$ cat src/rtl/lpc_tgt_pkg.sv
package lpc_tgt_pkg;

    localparam int LAD_W    = 4;
    localparam int ADDR_W   = 32;
    localparam int DATA_W   = 32;
    localparam int ADDR_NIB = ADDR_W / LAD_W;
    localparam int IO_NIB   = 4;
    localparam int DATA_NIB = DATA_W / LAD_W;
    localparam int ACNT_W   = $clog2(ADDR_NIB);
    localparam int DCNT_W   = $clog2(DATA_NIB);
    localparam int NB_W     = $clog2(DATA_W / 8) + 1;

    localparam logic [3:0] NIB_START = 4'b0000;
    localparam logic [3:0] NIB_FWRD  = 4'b1101;
    localparam logic [3:0] NIB_FWWR  = 4'b1110;
    localparam logic [3:0] NIB_TAR   = 4'b1111;
    localparam logic [3:0] SYN_READY = 4'b0000;
    localparam logic [3:0] SYN_SHORT = 4'b0101;
    localparam logic [3:0] SYN_LONG  = 4'b0110;
    localparam logic [3:0] SYN_ERR   = 4'b1010;

    typedef enum logic [3:0] {
        ST_IDLE, ST_CTYPE, ST_ADDR, ST_SIZE, ST_HDATA, ST_HTAR1, ST_HTAR2,
        ST_SWAIT, ST_SDONE, ST_TDATA, ST_TTAR1, ST_TTAR2, ST_SKIP
    } tstate_t;

    typedef enum logic [1:0] {
        SP_IO  = 2'b00,
        SP_MEM = 2'b01,
        SP_FW  = 2'b10
    } space_t;

endpackage

$ cat src/rtl/lpc_tgt_window.sv
module lpc_tgt_window
    import lpc_tgt_pkg::*;
#(
    parameter logic [ADDR_W-1:0] BASE = '0,
    parameter logic [ADDR_W-1:0] MASK = '0
) (
    input  logic [ADDR_W-1:0] addr,
    output logic              hit
);
    logic [ADDR_W-1:0] diff;

    genvar g;
    generate
        for (g = 0; g < ADDR_W; g++) begin : g_bit
            assign diff[g] = (addr[g] ^ BASE[g]) & MASK[g];
        end
    endgenerate

    assign hit = (diff == '0);

endmodule

$ cat src/rtl/lpc_tgt_fsm.sv
module lpc_tgt_fsm
    import lpc_tgt_pkg::*;
(
    input  logic              clk,
    input  logic              rst_n,
    input  logic              frame_i,
    input  logic [LAD_W-1:0]  lad_i,
    input  logic              win_hit,
    input  logic              ack_i,
    input  logic              err_i,
    input  logic [DATA_W-1:0] rdata_i,
    output tstate_t           state_o,
    output tstate_t           nxt_o,
    output logic [ADDR_W-1:0] addr_o,
    output logic [DATA_W-1:0] wdata_o,
    output logic              we_o,
    output logic [1:0]        space_o,
    output logic [NB_W-1:0]   nbytes_o,
    output logic              req_o,
    output logic              err_o,
    output logic [DATA_W-1:0] rdata_o,
    output logic [DCNT_W-1:0] nib_o
);
    tstate_t           state, nxt;
    logic [ADDR_W-1:0] addr_q;
    logic [DATA_W-1:0] wdata_q, rdata_q;
    logic [ACNT_W-1:0] acnt, alast;
    logic [DCNT_W-1:0] dcnt;
    logic [NB_W-1:0]   nbytes_q;
    logic [DCNT_W:0]   dlast;
    logic              dcnt_end;
    logic              we_q, req_q, err_q;
    space_t            space_q;

    assign dlast    = {nbytes_q, 1'b0} - 1'b1;
    assign dcnt_end = ({1'b0, dcnt} == dlast);

    // state register
    always_ff @(posedge clk or negedge rst_n) begin
        if (!rst_n) state <= ST_IDLE;
        else        state <= nxt;
    end

    // next state
    always_comb begin
        nxt = state;
        if (frame_i) begin
            if (lad_i == NIB_START)                          nxt = ST_CTYPE;
            else if (lad_i == NIB_FWRD || lad_i == NIB_FWWR) nxt = ST_ADDR;
            else                                             nxt = ST_IDLE;
        end else begin
            unique case (state)
                ST_IDLE:  nxt = ST_IDLE;
                ST_SKIP:  nxt = ST_SKIP;
                ST_CTYPE: nxt = (lad_i[3] | lad_i[0]) ? ST_SKIP : ST_ADDR;
                ST_ADDR:
                    if (acnt == alast)
                        nxt = (space_q == SP_FW) ? ST_SIZE : (we_q ? ST_HDATA : ST_HTAR1);
                ST_SIZE:  nxt = (lad_i > 4'd2) ? ST_SKIP : (we_q ? ST_HDATA : ST_HTAR1);
                ST_HDATA: if (dcnt_end) nxt = ST_HTAR1;
                ST_HTAR1: nxt = ST_HTAR2;
                ST_HTAR2: nxt = win_hit ? ST_SWAIT : ST_SKIP;
                ST_SWAIT: if (ack_i) nxt = ST_SDONE;
                ST_SDONE: nxt = (!we_q && !err_q) ? ST_TDATA : ST_TTAR1;
                ST_TDATA: if (dcnt[0]) nxt = dcnt_end ? ST_TTAR1 : ST_SDONE;
                ST_TTAR1: nxt = ST_TTAR2;
                ST_TTAR2: nxt = ST_IDLE;
                default:  nxt = ST_IDLE;
            endcase
        end
    end

    // decode datapath and local request
    always_ff @(posedge clk or negedge rst_n) begin
        if (!rst_n) begin
            addr_q   <= '0;
            wdata_q  <= '0;
            rdata_q  <= '0;
            acnt     <= '0;
            alast    <= '0;
            dcnt     <= '0;
            nbytes_q <= NB_W'(1);
            we_q     <= 1'b0;
            req_q    <= 1'b0;
            err_q    <= 1'b0;
            space_q  <= SP_IO;
        end else if (frame_i) begin
            addr_q   <= '0;
            wdata_q  <= '0;
            acnt     <= '0;
            dcnt     <= '0;
            nbytes_q <= NB_W'(1);
            req_q    <= 1'b0;
            err_q    <= 1'b0;
            if (lad_i == NIB_FWRD || lad_i == NIB_FWWR) begin
                space_q <= SP_FW;
                we_q    <= (lad_i == NIB_FWWR);
                alast   <= ACNT_W'(ADDR_NIB - 1);
            end
        end else begin
            unique case (state)
                ST_CTYPE: begin
                    space_q <= lad_i[2] ? SP_MEM : SP_IO;
                    we_q    <= lad_i[1];
                    alast   <= lad_i[2] ? ACNT_W'(ADDR_NIB - 1) : ACNT_W'(IO_NIB - 1);
                end
                ST_ADDR: begin
                    addr_q <= {addr_q[ADDR_W-LAD_W-1:0], lad_i};
                    acnt   <= acnt + 1'b1;
                end
                ST_SIZE:
                    nbytes_q <= (lad_i == 4'd1) ? NB_W'(2) :
                                (lad_i == 4'd2) ? NB_W'(4) : NB_W'(1);
                ST_HDATA: begin
                    wdata_q[{dcnt, 2'b00} +: LAD_W] <= lad_i;
                    dcnt <= dcnt_end ? '0 : dcnt + 1'b1;
                end
                ST_HTAR2: req_q <= win_hit;
                ST_SWAIT:
                    if (ack_i) begin
                        req_q   <= 1'b0;
                        err_q   <= err_i;
                        rdata_q <= rdata_i;
                    end
                ST_TDATA: dcnt <= dcnt + 1'b1;
                default: ;
            endcase
        end
    end

    assign state_o  = state;
    assign nxt_o    = nxt;
    assign addr_o   = addr_q;
    assign wdata_o  = wdata_q;
    assign we_o     = we_q;
    assign space_o  = space_q;
    assign nbytes_o = nbytes_q;
    assign req_o    = req_q;
    assign err_o    = err_q;
    assign rdata_o  = rdata_q;
    assign nib_o    = dcnt;

    AST_REQ_HOLD: assert property (@(posedge clk) disable iff (!rst_n)
        req_q && !ack_i && !frame_i |=> req_q);
    AST_REQ_RELEASE: assert property (@(posedge clk) disable iff (!rst_n)
        req_q && ack_i |=> !req_q);
    AST_REQ_CLAIMED: assert property (@(posedge clk) disable iff (!rst_n)
        $rose(req_q) |-> $past(state) == ST_HTAR2 && $past(win_hit));
    AST_ABORT_DROP: assert property (@(posedge clk) disable iff (!rst_n)
        frame_i |=> !req_q);

endmodule

$ cat src/rtl/lpc_tgt_lad.sv
module lpc_tgt_lad
    import lpc_tgt_pkg::*;
#(
    parameter bit LONG_WAIT = 1'b0
) (
    input  logic              clk,
    input  logic              rst_n,
    input  tstate_t           state,
    input  tstate_t           nxt,
    input  logic              err_q,
    input  logic [DATA_W-1:0] rdata_q,
    input  logic [DCNT_W-1:0] nib,
    output logic [LAD_W-1:0]  lad_o,
    output logic              lad_oe
);
    logic [LAD_W-1:0] wait_code;

    generate
        if (LONG_WAIT) begin : g_long
            assign wait_code = SYN_LONG;
        end else begin : g_short
            assign wait_code = SYN_SHORT;
        end
    endgenerate

    // registered drive enable, set for the states the target owns
    always_ff @(posedge clk or negedge rst_n) begin
        if (!rst_n) lad_oe <= 1'b0;
        else        lad_oe <= (nxt inside {ST_SWAIT, ST_SDONE, ST_TDATA, ST_TTAR1});
    end

    always_comb begin
        unique case (state)
            ST_SWAIT: lad_o = wait_code;
            ST_SDONE: lad_o = err_q ? SYN_ERR : SYN_READY;
            ST_TDATA: lad_o = rdata_q[{nib, 2'b00} +: LAD_W];
            default:  lad_o = NIB_TAR;
        endcase
    end

    AST_HOST_FLOAT: assert property (@(posedge clk) disable iff (!rst_n)
        (state inside {ST_IDLE, ST_CTYPE, ST_ADDR, ST_SIZE, ST_HDATA,
                       ST_HTAR1, ST_HTAR2, ST_SKIP}) |-> !lad_oe);
    AST_TAR_DRIVE: assert property (@(posedge clk) disable iff (!rst_n)
        state == ST_TTAR1 |-> lad_oe && lad_o == NIB_TAR);
    AST_TAR_FLOAT: assert property (@(posedge clk) disable iff (!rst_n)
        state == ST_TTAR2 |-> !lad_oe);

endmodule

$ cat src/rtl/lpc_target.sv
module lpc_target
    import lpc_tgt_pkg::*;
#(
    parameter logic [31:0] WIN_BASE  = 32'h0000_0080,
    parameter logic [31:0] WIN_MASK  = 32'hFFFF_FFF0,
    parameter bit          LONG_WAIT = 1'b0
) (
    input  logic        clk,
    input  logic        rst_n,
    input  logic        frame_i,
    input  logic [3:0]  lad_i,
    output logic [3:0]  lad_o,
    output logic        lad_oe,
    output logic        req_o,
    output logic        req_we,
    output logic [1:0]  req_space,
    output logic [31:0] req_addr,
    output logic [31:0] req_wdata,
    output logic [2:0]  req_nbytes,
    input  logic        ack_i,
    input  logic        err_i,
    input  logic [31:0] rdata_i
);
    tstate_t           state, nxt;
    logic              hit, err_q;
    logic [DATA_W-1:0] rdata_q;
    logic [DCNT_W-1:0] nib;

    lpc_tgt_window #(.BASE(WIN_BASE), .MASK(WIN_MASK)) u_win (
        .addr (req_addr),
        .hit  (hit)
    );

    lpc_tgt_fsm u_fsm (
        .clk      (clk),
        .rst_n    (rst_n),
        .frame_i  (frame_i),
        .lad_i    (lad_i),
        .win_hit  (hit),
        .ack_i    (ack_i),
        .err_i    (err_i),
        .rdata_i  (rdata_i),
        .state_o  (state),
        .nxt_o    (nxt),
        .addr_o   (req_addr),
        .wdata_o  (req_wdata),
        .we_o     (req_we),
        .space_o  (req_space),
        .nbytes_o (req_nbytes),
        .req_o    (req_o),
        .err_o    (err_q),
        .rdata_o  (rdata_q),
        .nib_o    (nib)
    );

    lpc_tgt_lad #(.LONG_WAIT(LONG_WAIT)) u_lad (
        .clk     (clk),
        .rst_n   (rst_n),
        .state   (state),
        .nxt     (nxt),
        .err_q   (err_q),
        .rdata_q (rdata_q),
        .nib     (nib),
        .lad_o   (lad_o),
        .lad_oe  (lad_oe)
    );

endmodule

$ cat config.mk
export PLATFORM = sky130hd
export DESIGN_NAME = lpc_target
export DESIGN_NICKNAME = d
export VERILOG_FILES = /design/src/rtl/lpc_tgt_pkg.sv /design/src/rtl/lpc_tgt_window.sv /design/src/rtl/lpc_tgt_fsm.sv /design/src/rtl/lpc_tgt_lad.sv /design/src/rtl/lpc_target.sv
export SDC_FILE = /design/constraint.sdc
export NUM_CORES = 1
export LEC_CHECK = 0
export CELL_PAD_IN_SITES_DETAIL_PLACEMENT = 0
export CELL_PAD_IN_SITES_GLOBAL_PLACEMENT = 1
export CORE_MARGIN = 2
export CORE_UTILIZATION = 49
export CTS_CLUSTER_DIAMETER = 150
export CTS_CLUSTER_SIZE = 20
export DETAILED_ROUTE_END_ITERATION = 10
export DONT_BUFFER_PORTS = 1
export PLACE_DENSITY_LB_ADDON = 0.1
export SLEW_MARGIN = 20
export SYNTH_ARGS = -nofsm -noshare
export SYNTH_HDL_FRONTEND = slang
export SYNTH_SLANG_ARGS = --single-unit
$ cat constraint.sdc
create_clock -name clk -period 2.9 [get_ports clk]
set_input_delay 0.58 -clock clk [delete_from_list [all_inputs] [get_ports clk]]
set_output_delay 0.58 -clock clk [all_outputs]
set_load 0.01 [all_outputs]
Word level (Yosys, flattened, before mapping)
Cells that the tools add are included.

Register bits after elaboration: 118. Output and inout port bits: 76.

Multiplexer cells: 48. Shifts and indexed selects: 3. Reductions and logical operators: 19. Bitwise logic cells: 3. Order comparisons: 1. Equality and inequality tests: 24. Add/sub/neg operators: 4.

Operators by type and width (number): two-way mux 32 bit (4); two-way mux 4 bit (11); case mux 4 bit (11 select lines) (1); equality test 4 bit (second input constant) (9); two-way mux 3 bit (12); bitwise mux 32 bit (1); zero test 32 bit (1); variable shift 4 x 7 -> 32 bit (first input constant) (1); variable part select 32 x 6 -> 4 bit (1); variable part select 4 x 7 -> 32 bit (1); equality test 4 x 3 -> 1 bit (second input constant) (5); equality test 4 x 2 -> 1 bit (second input constant) (3); two-way mux 2 bit (6); case mux 4 bit (3 select lines) (1); nonzero test 2 bit (6); two-way mux 1 bit (10); equality test 4 x 1 -> 1 bit (second input constant) (2); negator 5 -> 7 bit (1); adder 3 x 1 -> 3 bit (second input constant) (2); case mux 3 bit (2 select lines) (1); AND reduction 2 bit (3); nonzero test 3 bit (2); equality test 3 x 4 -> 1 bit (1); greater-than comparator 4 x 2 -> 1 bit (second input constant) (1); other kinds (14) (16).

Longest topological paths before layout
Gate-level depths: netlist (run 1).

Depth after elaboration: 8. Depth in mapped cells: 8. Mapped depth without buffers: 8.

By module
A second synthesis (run 1) with hierarchy kept.

Cell total of the unflattened synthesis: 544. Area total of the unflattened synthesis: 5647.9 µm².

Modules (own cells, without submodules): lpc_tgt_fsm (area an instance 5180.0 µm², cells each 495, instances 1); lpc_tgt_lad (area an instance 381.6 µm², cells each 39, instances 1); lpc_tgt_window (area an instance 86.3 µm², cells each 10, instances 1).

Worst setup path before layout (run 1)
Ideal clock, no wire load.

Path type: flip-flop to flip-flop. From: register u_fsm.dcnt[1] (netlist: u_fsm.nib_o[1]). To: register u_fsm.wdata_q[1] (netlist: u_fsm.wdata_o[1]). Data required time: 2768 ps. Stages on the path, launching flop included: 9. Path slack: 589 ps. Arrival time: 2179 ps. Path buffers: 1. Path through: dfrtp_1 clkbuf_1 inv_1 ha_1 ha_1 nand2b_1 nor4b_4 mux2i_1 nor2_1.

Longest elaborated chain between the ends: 5. Elaborated cells between the ends (all ways): 6. Classes of those cells: 1 x add/sub; 2 x shift; 3 x mux.

Ends and longest elaborated chain: from (decl) (RTL line lpc_tgt_fsm.sv:28) `logic [DCNT_W-1:0] dcnt;`; from (signal assigned) (RTL line lpc_tgt_fsm.sv:116) `dcnt <= dcnt_end ? '0 : dcnt + 1'b1;`; from (signal assigned) (RTL line lpc_tgt_fsm.sv:125) `ST_TDATA: dcnt <= dcnt + 1'b1;`; negator 5 -> 7 bit * (RTL line lpc_tgt_fsm.sv:115) `wdata_q[{dcnt, 2'b00} +: LAD_W] <= lad_i;`; variable part select 4 x 7 -> 32 bit or variable shift 4 x 7 -> 32 bit (tied branches) (RTL line lpc_tgt_fsm.sv:115); bitwise mux 32 bit * (RTL line lpc_tgt_fsm.sv:115); two-way mux 32 bit * (RTL line lpc_tgt_fsm.sv:101) `unique case (state)`; two-way mux 32 bit * (RTL line lpc_tgt_fsm.sv:87) `end else if (frame_i) begin`; to (signal, indexed assignment) (RTL line lpc_tgt_fsm.sv:115); to (decl) (RTL line lpc_tgt_fsm.sv:26) `logic [DATA_W-1:0] wdata_q, rdata_q;`.

Mark *: on every way between the ends. The rest lies on a longest branch, timed or not. The select of a mux whose other input is x is not followed. A chain may end at the register's enable or synchronous reset.

Worst setup path in the final report (run 1)
From: register u_fsm.dcnt[0] (netlist: u_fsm.nib_o[0]). To: output port lad_o[2].

Longest elaborated chain between the ends: 2.

Ends and longest elaborated chain: variable part select 32 x 6 -> 4 bit (RTL line lpc_tgt_lad.sv:36) `ST_TDATA: lad_o = rdata_q[{nib, 2'b00} +: LAD_W];`; case mux 4 bit (3 select lines) (RTL line lpc_tgt_lad.sv:33) `unique case (state)`; to (decl) (RTL line lpc_target.sv:12) `output logic [3:0] lad_o,`.

Every way passes these cells.

==> out/summary.txt, run 1 <==
crit start category: flop
fmax: 0.375 GHz
worst-path fanout max: 10
# fillers: 950
first-pass GRT wire length: 20.5 mm
flops & latches, synth: 117
worst-margin pin slew: 0.690 ns
Ant. Diodes: 0
leading post-synthesis cells by cell area: dfrtp_1 52%, mux2_2 6.5%, nand2_1 6.4%
Rel. slew slack: 53.6%
Setup crit end kind: output pin
largest buffer count on any clock path: 2
Starting DRT DRC Count: 420
unrepaired setup endpoints after global routing: no
distinct cell type count after synthesis: 51
largest area contributor in the netlist: dfrtp_1
outcome: finished with violations
grt total ovfl: 0
Final Setup Violations: 0
Tcrit/Tclk final: 92.0%
Area growth syn-to-layout: 12.0%
die area: 12200 sq um
total CTS buffers: 17
DIE WIDTH: 110 um
CORE AREA: 10900 sq um
Global Route Usage Sum: 22.7%
pins over their slew limit: 0
Power Dens Cells: 596 nW/um^2
Max Cap Viol: 0
placer congestion estimate: 0.868
synthesized area per cell: 10.4 sq um
Worst Path Arrival: 2.09 ns
post-DP HPWL: 8.66 mm
largest net degree at the start of global routing: 118
Synth Flop Type: dfrtp_1
wire per inst: 19.3 um
worst hold margin: -0.139 ns
drt total wl: 13.1 mm
Nets: 575
IR Drop Worst-Case VDD: 405 uV
drt first pass iters: 4
Period minus WS final: 2.67 ns
initial antenna violation count: 0
failing checks: negative hold slack
worst-skew pair later-pin latency: 0.41 ns
Critical Path RT: 2.32 ns
Post-Synthesis Cell Area: 5530 sq um
Cell Rows: 38
non-filler cells, final: 676
Die Ht: 110 um
layout cells sized above 1: 16.0%
IO Pins: 117
ys async rst share: 100%
register area share after synthesis: 52.9%
Initial Util: 50.6%
Min-Delay Path Class: in -> async
Synth Warn #: 0
CTS root buf: clkbuf_16
Reg clk slew, reported paths: 0.05 ns
post-cts resize count: 0
hold violation count in the final report: 116
via count: 3996
CTS sink count: 117
Residual DRC: 0
Post-Synthesis Cells: 531
TNS Setup: 0 ns
vias in the first global route: 3913
static leakage: 0.00273 uW
setup bufs post-CTS: 0
Synth top area share: 52.5%
H-tree depth: 4
Vias/cell: 5.91
clock skew: 0.00681 ns
DRT antenna net count: 0
Synth Net Count: 580
CP Class: reg -> out
CTS tree: done
DP Cell Count: 647
PortBufs: 0
number of synthesized flops with an enable pin: 0
## registers in the layout, indices dropped and copies added, names as in the netlist
| name | count |
|---|---|
| u_fsm.acnt | 3 |
| u_fsm.addr_o | 32 |
| u_fsm.alast | 2 |
| u_fsm.err_o | 1 |
| u_fsm.nbytes_o | 3 |
| u_fsm.nib_o | 3 |
| u_fsm.rdata_o | 32 |
| u_fsm.req_o | 1 |
| u_fsm.space_o | 2 |
| u_fsm.state_o | 4 |
| u_fsm.wdata_o | 32 |
| u_fsm.we_o | 1 |
| u_lad.lad_oe | 1 |
## per-layer routing
metal	track usage [%]	part of all wire, %	vias to the layer above
met5	0	0	-
met4	8.13	1.5	0
met3	9.17	7.9	12
met2	32.4	45	151
met1	31.4	46	1964
li1	-	-	1869
## final timing paths
kind	startpoint	cells past startpoint	slack [ns]	to
min in group clk	frame_i	1	0.24	u_fsm.nib_o[1]
setup reg to reg	u_fsm.nib_o[0]	7	0.51	u_fsm.wdata_o[3]
hold reg to reg	u_fsm.rdata_o[18]	1	0.50	u_fsm.rdata_o[18]
max in group asynchronous	rst_n	0	2.83	u_fsm.nbytes_o[0]
hold / removal	rst_n	0	-0.14	u_fsm.addr_o[10]
setup / recovery	u_fsm.nib_o[0]	4	0.23	lad_o[2]
## per-stage QoR
step	utilization [%]	worst slack (ns)	area (sq um)	power [uW]	hold slack [ns]
3_3_place_gp	51.6	0.590	5640	1740	0.287
3_5_place_dp	51.6	0.521	5640	1740	0.287
4_1_cts	56.7	0.198	6200	3740	-0.157
5_1_grt	56.7	0.100	6200	3820	-0.168
2_1_floorplan	-	0.589	5530	1740	0.284
6_report	56.7	0.233	6200	3700	-0.139
## synthesized netlist by cell type (all sizes together), types with 3 or more instances
cell type	n
or2	5
clkbuf	20
dfrtp	116
nor3	10
mux4	8
a41oi	3
mux2i	14
and3	3
xor2	3
a21oi	45
ha	8
nor2b	10
or3	6
buf	11
mux2	32
nor2	32
nor4	9
o21ai	28
a22o	12
nand2	95
o22ai	4
a31oi	4
inv	10
nand3	7
nand4	4
xnor2	5
nand2b	6
## cell usage in the layout (no fill, tap or decap), types with 2 or more instances in the layout
master | synthesis | final
a22o_1 | 12 | 12
or4_1 | 2 | 2
clkbuf_16 | 0 | 17
xnor2_1 | 5 | 5
or2_2 | 4 | 4
inv_1 | 10 | 10
ha_1 | 8 | 8
mux2_2 | 32 | 32
a2111oi_0 | 2 | 2
or3_1 | 6 | 6
clkinv_2 | 0 | 3
nor3_1 | 9 | 8
o22ai_1 | 4 | 4
clkbuf_8 | 0 | 6
dfrtp_1 | 116 | 116
nand2_1 | 95 | 95
clkbuf_1 | 20 | 2
nand4_1 | 3 | 3
a31oi_1 | 4 | 4
nand3_1 | 7 | 7
a21oi_1 | 44 | 44
mux4_2 | 8 | 8
nand2b_1 | 6 | 6
xor2_1 | 3 | 3
o21ai_0 | 28 | 28
o221ai_1 | 2 | 2
mux2i_1 | 14 | 14
nor2b_1 | 10 | 10
nor4_1 | 9 | 9
a41oi_1 | 3 | 3
buf_4 | 0 | 7
nor2_1 | 32 | 32
and3_1 | 3 | 3
## power breakdown
group          total [uW]  internal, uW  switching [uW]
combinational        58.1          20.9            37.2
sequential           1650          1640            11.3
clock                1980          1290             690
total                3700          2960             738
## worst max-delay path, cell delays in order, from the launching register on
cell and delay (ns):
dfrtp_1 0.52, buf_4 0.27, mux4_2 0.51, mux2i_1 0.15, o21ai_0 0.22
## cell type report
class / instances / area, sq um / area share [%]
Sequential cell: 117 / 2930 / 47.2
Multi-Input combinational cell: 373 / 2440 / 39.4
Clock buffer: 25 / 515 / 8.31
Tap cell: 140 / 175 / 2.83
Timing Repair Buffer: 7 / 52.6 / 0.848
Clock inverter: 4 / 45.0 / 0.727
Inverter: 10 / 37.5 / 0.605
## cell families (layout without fill, tap and decap cells)
logic type                 after synthesis  count (layout)  synth area share (%)
and+or+nand+nor                        194             194                  16.6
buffers and inverters                   41              46                  3.10
xor gates and xnor gates                 8               8                  1.27
adders and majority gates                8               8                  1.81
DFF                                    117             117                  52.9
AOI/OAI and AO/OA                      109             109                  12.0
muxes                                   54              54                  12.3
Power figures use the tool's default switching activity.
==> run 2, diff against run 1 <==
--- a/config.mk
+++ b/config.mk
@@ -8,7 +8,7 @@
 export CELL_PAD_IN_SITES_DETAIL_PLACEMENT = 0
 export CELL_PAD_IN_SITES_GLOBAL_PLACEMENT = 1
 export CORE_MARGIN = 2
-export CORE_UTILIZATION = 49
+export CORE_UTILIZATION = 44
 export CTS_CLUSTER_DIAMETER = 150
 export CTS_CLUSTER_SIZE = 20
 export DETAILED_ROUTE_END_ITERATION = 10
==> constraint.sdc (replaced) <==
create_clock -name clk -period 2.4 [get_ports clk]
set_input_delay 0.48 -clock clk [delete_from_list [all_inputs] [get_ports clk]]
set_output_delay 0.48 -clock clk [all_outputs]
set_load 0.01 [all_outputs]
==> out/summary.txt, run 2 (synthesis results as in run 1) <==
fmax: 0.431 GHz
Initial Util: 45.5% (was 50.6%)
worst hold margin: -0.251 ns (was -0.139 ns)
total CTS buffers: 17 (unchanged)
worst-skew pair later-pin latency: 0.42 ns (was 0.41 ns)
vias in the first global route: 4226 (was 3913)
CTS tree: done (unchanged)
Power Dens Cells: 778 nW/um^2 (was 596 nW/um^2)
Cell Rows: 40 (was 38)
setup bufs post-CTS: 0 (unchanged)
Bufs and invs on worst path: 1 (unchanged)
metal2 WL: 6.25 mm (was 5.88 mm)
CTS root buf: clkbuf_16 (unchanged)
Area growth syn-to-layout: 16.5% (was 12.0%)
CORE AREA: 12200 sq um (was 10900 sq um)
largest buffer count on any clock path: 2 (unchanged)
Die Ht: 116 um (was 110 um)
hold violation count in the final report: 117 (was 116)
kind of cell adding the most delay to the critical path: multiplexers (unchanged)
initial antenna violation count: 0 (unchanged)
layout cells sized above 1: 18.6% (was 16.0%)
most common cell after layout, fill and taps aside: dfrtp_1 (unchanged)
worst-path fanout max: 16 (was 10)
Nets: 583 (was 575)
via count: 4037 (was 3996)
Worst Path Arrival: 1.84 ns (was 2.09 ns)
PortBufs: 0 (unchanged)
Cell Chain, Critical Path: buf_12 > mux4_2 > mux2i_1 > o21ai_1 (was buf_4 > mux4_2 > mux2i_1 > o21ai_0)
CTS sink count: 117 (unchanged)
Worst path max stage delay: 0.52 ns (about the same)
Routed met1 length: 6.20 mm (was 5.97 mm)
drt first pass iters: 4 (unchanged)
Period minus WS final: 2.32 ns
CP Class: reg -> out (unchanged)
met3 wire len: 945 um (was 1.03 mm)
Global Route Usage Sum: 21.8% (was 22.7%)
TNS Setup: 0 ns (unchanged)
largest net degree at the start of global routing: 118 (unchanged)
DRT antenna net count: 0 (unchanged)
IR Drop Worst-Case VDD: 337 uV (was 405 uV)
crit start category: flop (unchanged)
Tcrit/Tclk final: 96.6%
IO Pins: 117 (unchanged)
first-pass GRT wire length: 22.4 mm (was 20.5 mm)
Vias/cell: 5.65 (was 5.91)
DIE WIDTH: 116 um (was 110 um)
Critical Path RT: 1.92 ns (was 2.32 ns)
Setup crit end kind: output pin (unchanged)
Min-Delay Path Class: in -> async (unchanged)
Worst R2R End: u_fsm.wdata_o[1] (was u_fsm.wdata_o[3])
total power: 5020 uW (was 3700 uW)
Final Setup Violations: 0 (unchanged)
Reg clk slew, reported paths: 0.06 ns (was 0.05 ns)
highest routed layer: met4 (unchanged)
drt total wl: 13.8 mm (was 13.1 mm)
H-tree depth: 4 (unchanged)
worst-margin pin slew: 0.471 ns (was 0.690 ns)
grt total ovfl: 0 (unchanged)
CP max-delay cell: mux4_2 (was dfrtp_1)
post-DP HPWL: 9.09 mm (was 8.66 mm)
pins over their slew limit: 0 (unchanged)
Rel. slew slack: 68.4% (was 53.6%)
Starting DRT DRC Count: 227 (was 420)
wire per inst: 19.2 um (was 19.3 um)
commonest non-fill, non-tap cells in the layout: 115 x dfrtp_1, 95 x nand2_1, 44 x a21oi_1 (was 116 x dfrtp_1, 95 x nand2_1, 44 x a21oi_1)
Max Cap Viol: 0 (unchanged)
Residual DRC: 0 (unchanged)
unrepaired setup endpoints after global routing: no (unchanged)
static leakage: 0.00283 uW (was 0.00273 uW)
clock skew: 0.00592 ns (was 0.00681 ns)
worst r2r src: u_fsm.nib_o[0] (unchanged)
outcome: finished with violations (unchanged)
Ant. Diodes: 0 (unchanged)
die area: 13500 sq um (was 12200 sq um)
placer congestion estimate: 0.881 (was 0.868)
Reg2Reg Setup Slack: 0.21 ns (was 0.51 ns)
Reg2Reg Depth: 7 (unchanged)
failing checks: negative hold slack (unchanged)
-- run 2: area by class of cell --
cell class,count,area (sq um)
inverter,10,37.5
timing repair buffer,15,125
multi-input combinational,373,2460
fill,1107,5710
clock buffer,20,467
tap,168,210
clock inverter,12,224
sequential,117,2930
-- run 2: timing repair --
action | 4_1_cts | 5_1_grt
endpoints found under the setup margin | 4 | 4
gates resized for setup | 5 | 5
hold endpoints to repair | 117 | 117
-- run 2: worst max path at each step --
stage | slack, ns | depth (start not counted) | end | startpoint
finish | 0.08 | 4 | lad_o[2] | u_fsm.nib_o[0]
global route | 0.006 | 4 | lad_o[2] | u_fsm.nib_o[0]
CTS | 0.02 | 4 | lad_o[2] | u_fsm.nib_o[0]
detailed placement | 0.29 | 8 | u_lad.lad_oe | u_fsm.nbytes_o[0]
global placement | 0.33 | 8 | u_lad.lad_oe | u_fsm.nbytes_o[0]
floorplan | 0.09 | 8 | u_fsm.wdata_o[1] | u_fsm.nib_o[1]
-- run 2: per-stage QoR --
| step | instance area (sq um) | worst slack [ns] | std cells | util (%) |
|---|---|---|---|---|
| 6_report | 6450 | 0.0806 | 715 | 53.0 |
| 5_1_grt | 6450 | 0.00593 | 715 | 53.0 |
| 4_1_cts | 6430 | 0.0226 | 715 | 52.9 |
| 3_5_place_dp | 5730 | 0.293 | 683 | 47.2 |
| 3_3_place_gp | 5730 | 0.330 | 683 | 47.2 |
| 2_1_floorplan | 5530 | 0.0895 | 531 | - |
-- run 2: report_power, final --
part,switching [uW],internal (uW),leakage (uW)
registers,11.7,1980,0.00161
logic,48.5,26.2,0.000887
clock network,919,2030,0.000324
-- run 2: routing by layer --
metal	vias to the layer above	global-route usage [%]
met2	131	32.3
met3	31	7.42
met1	1991	29.5
met5	-	0
li1	1884	-
met4	0	9.13
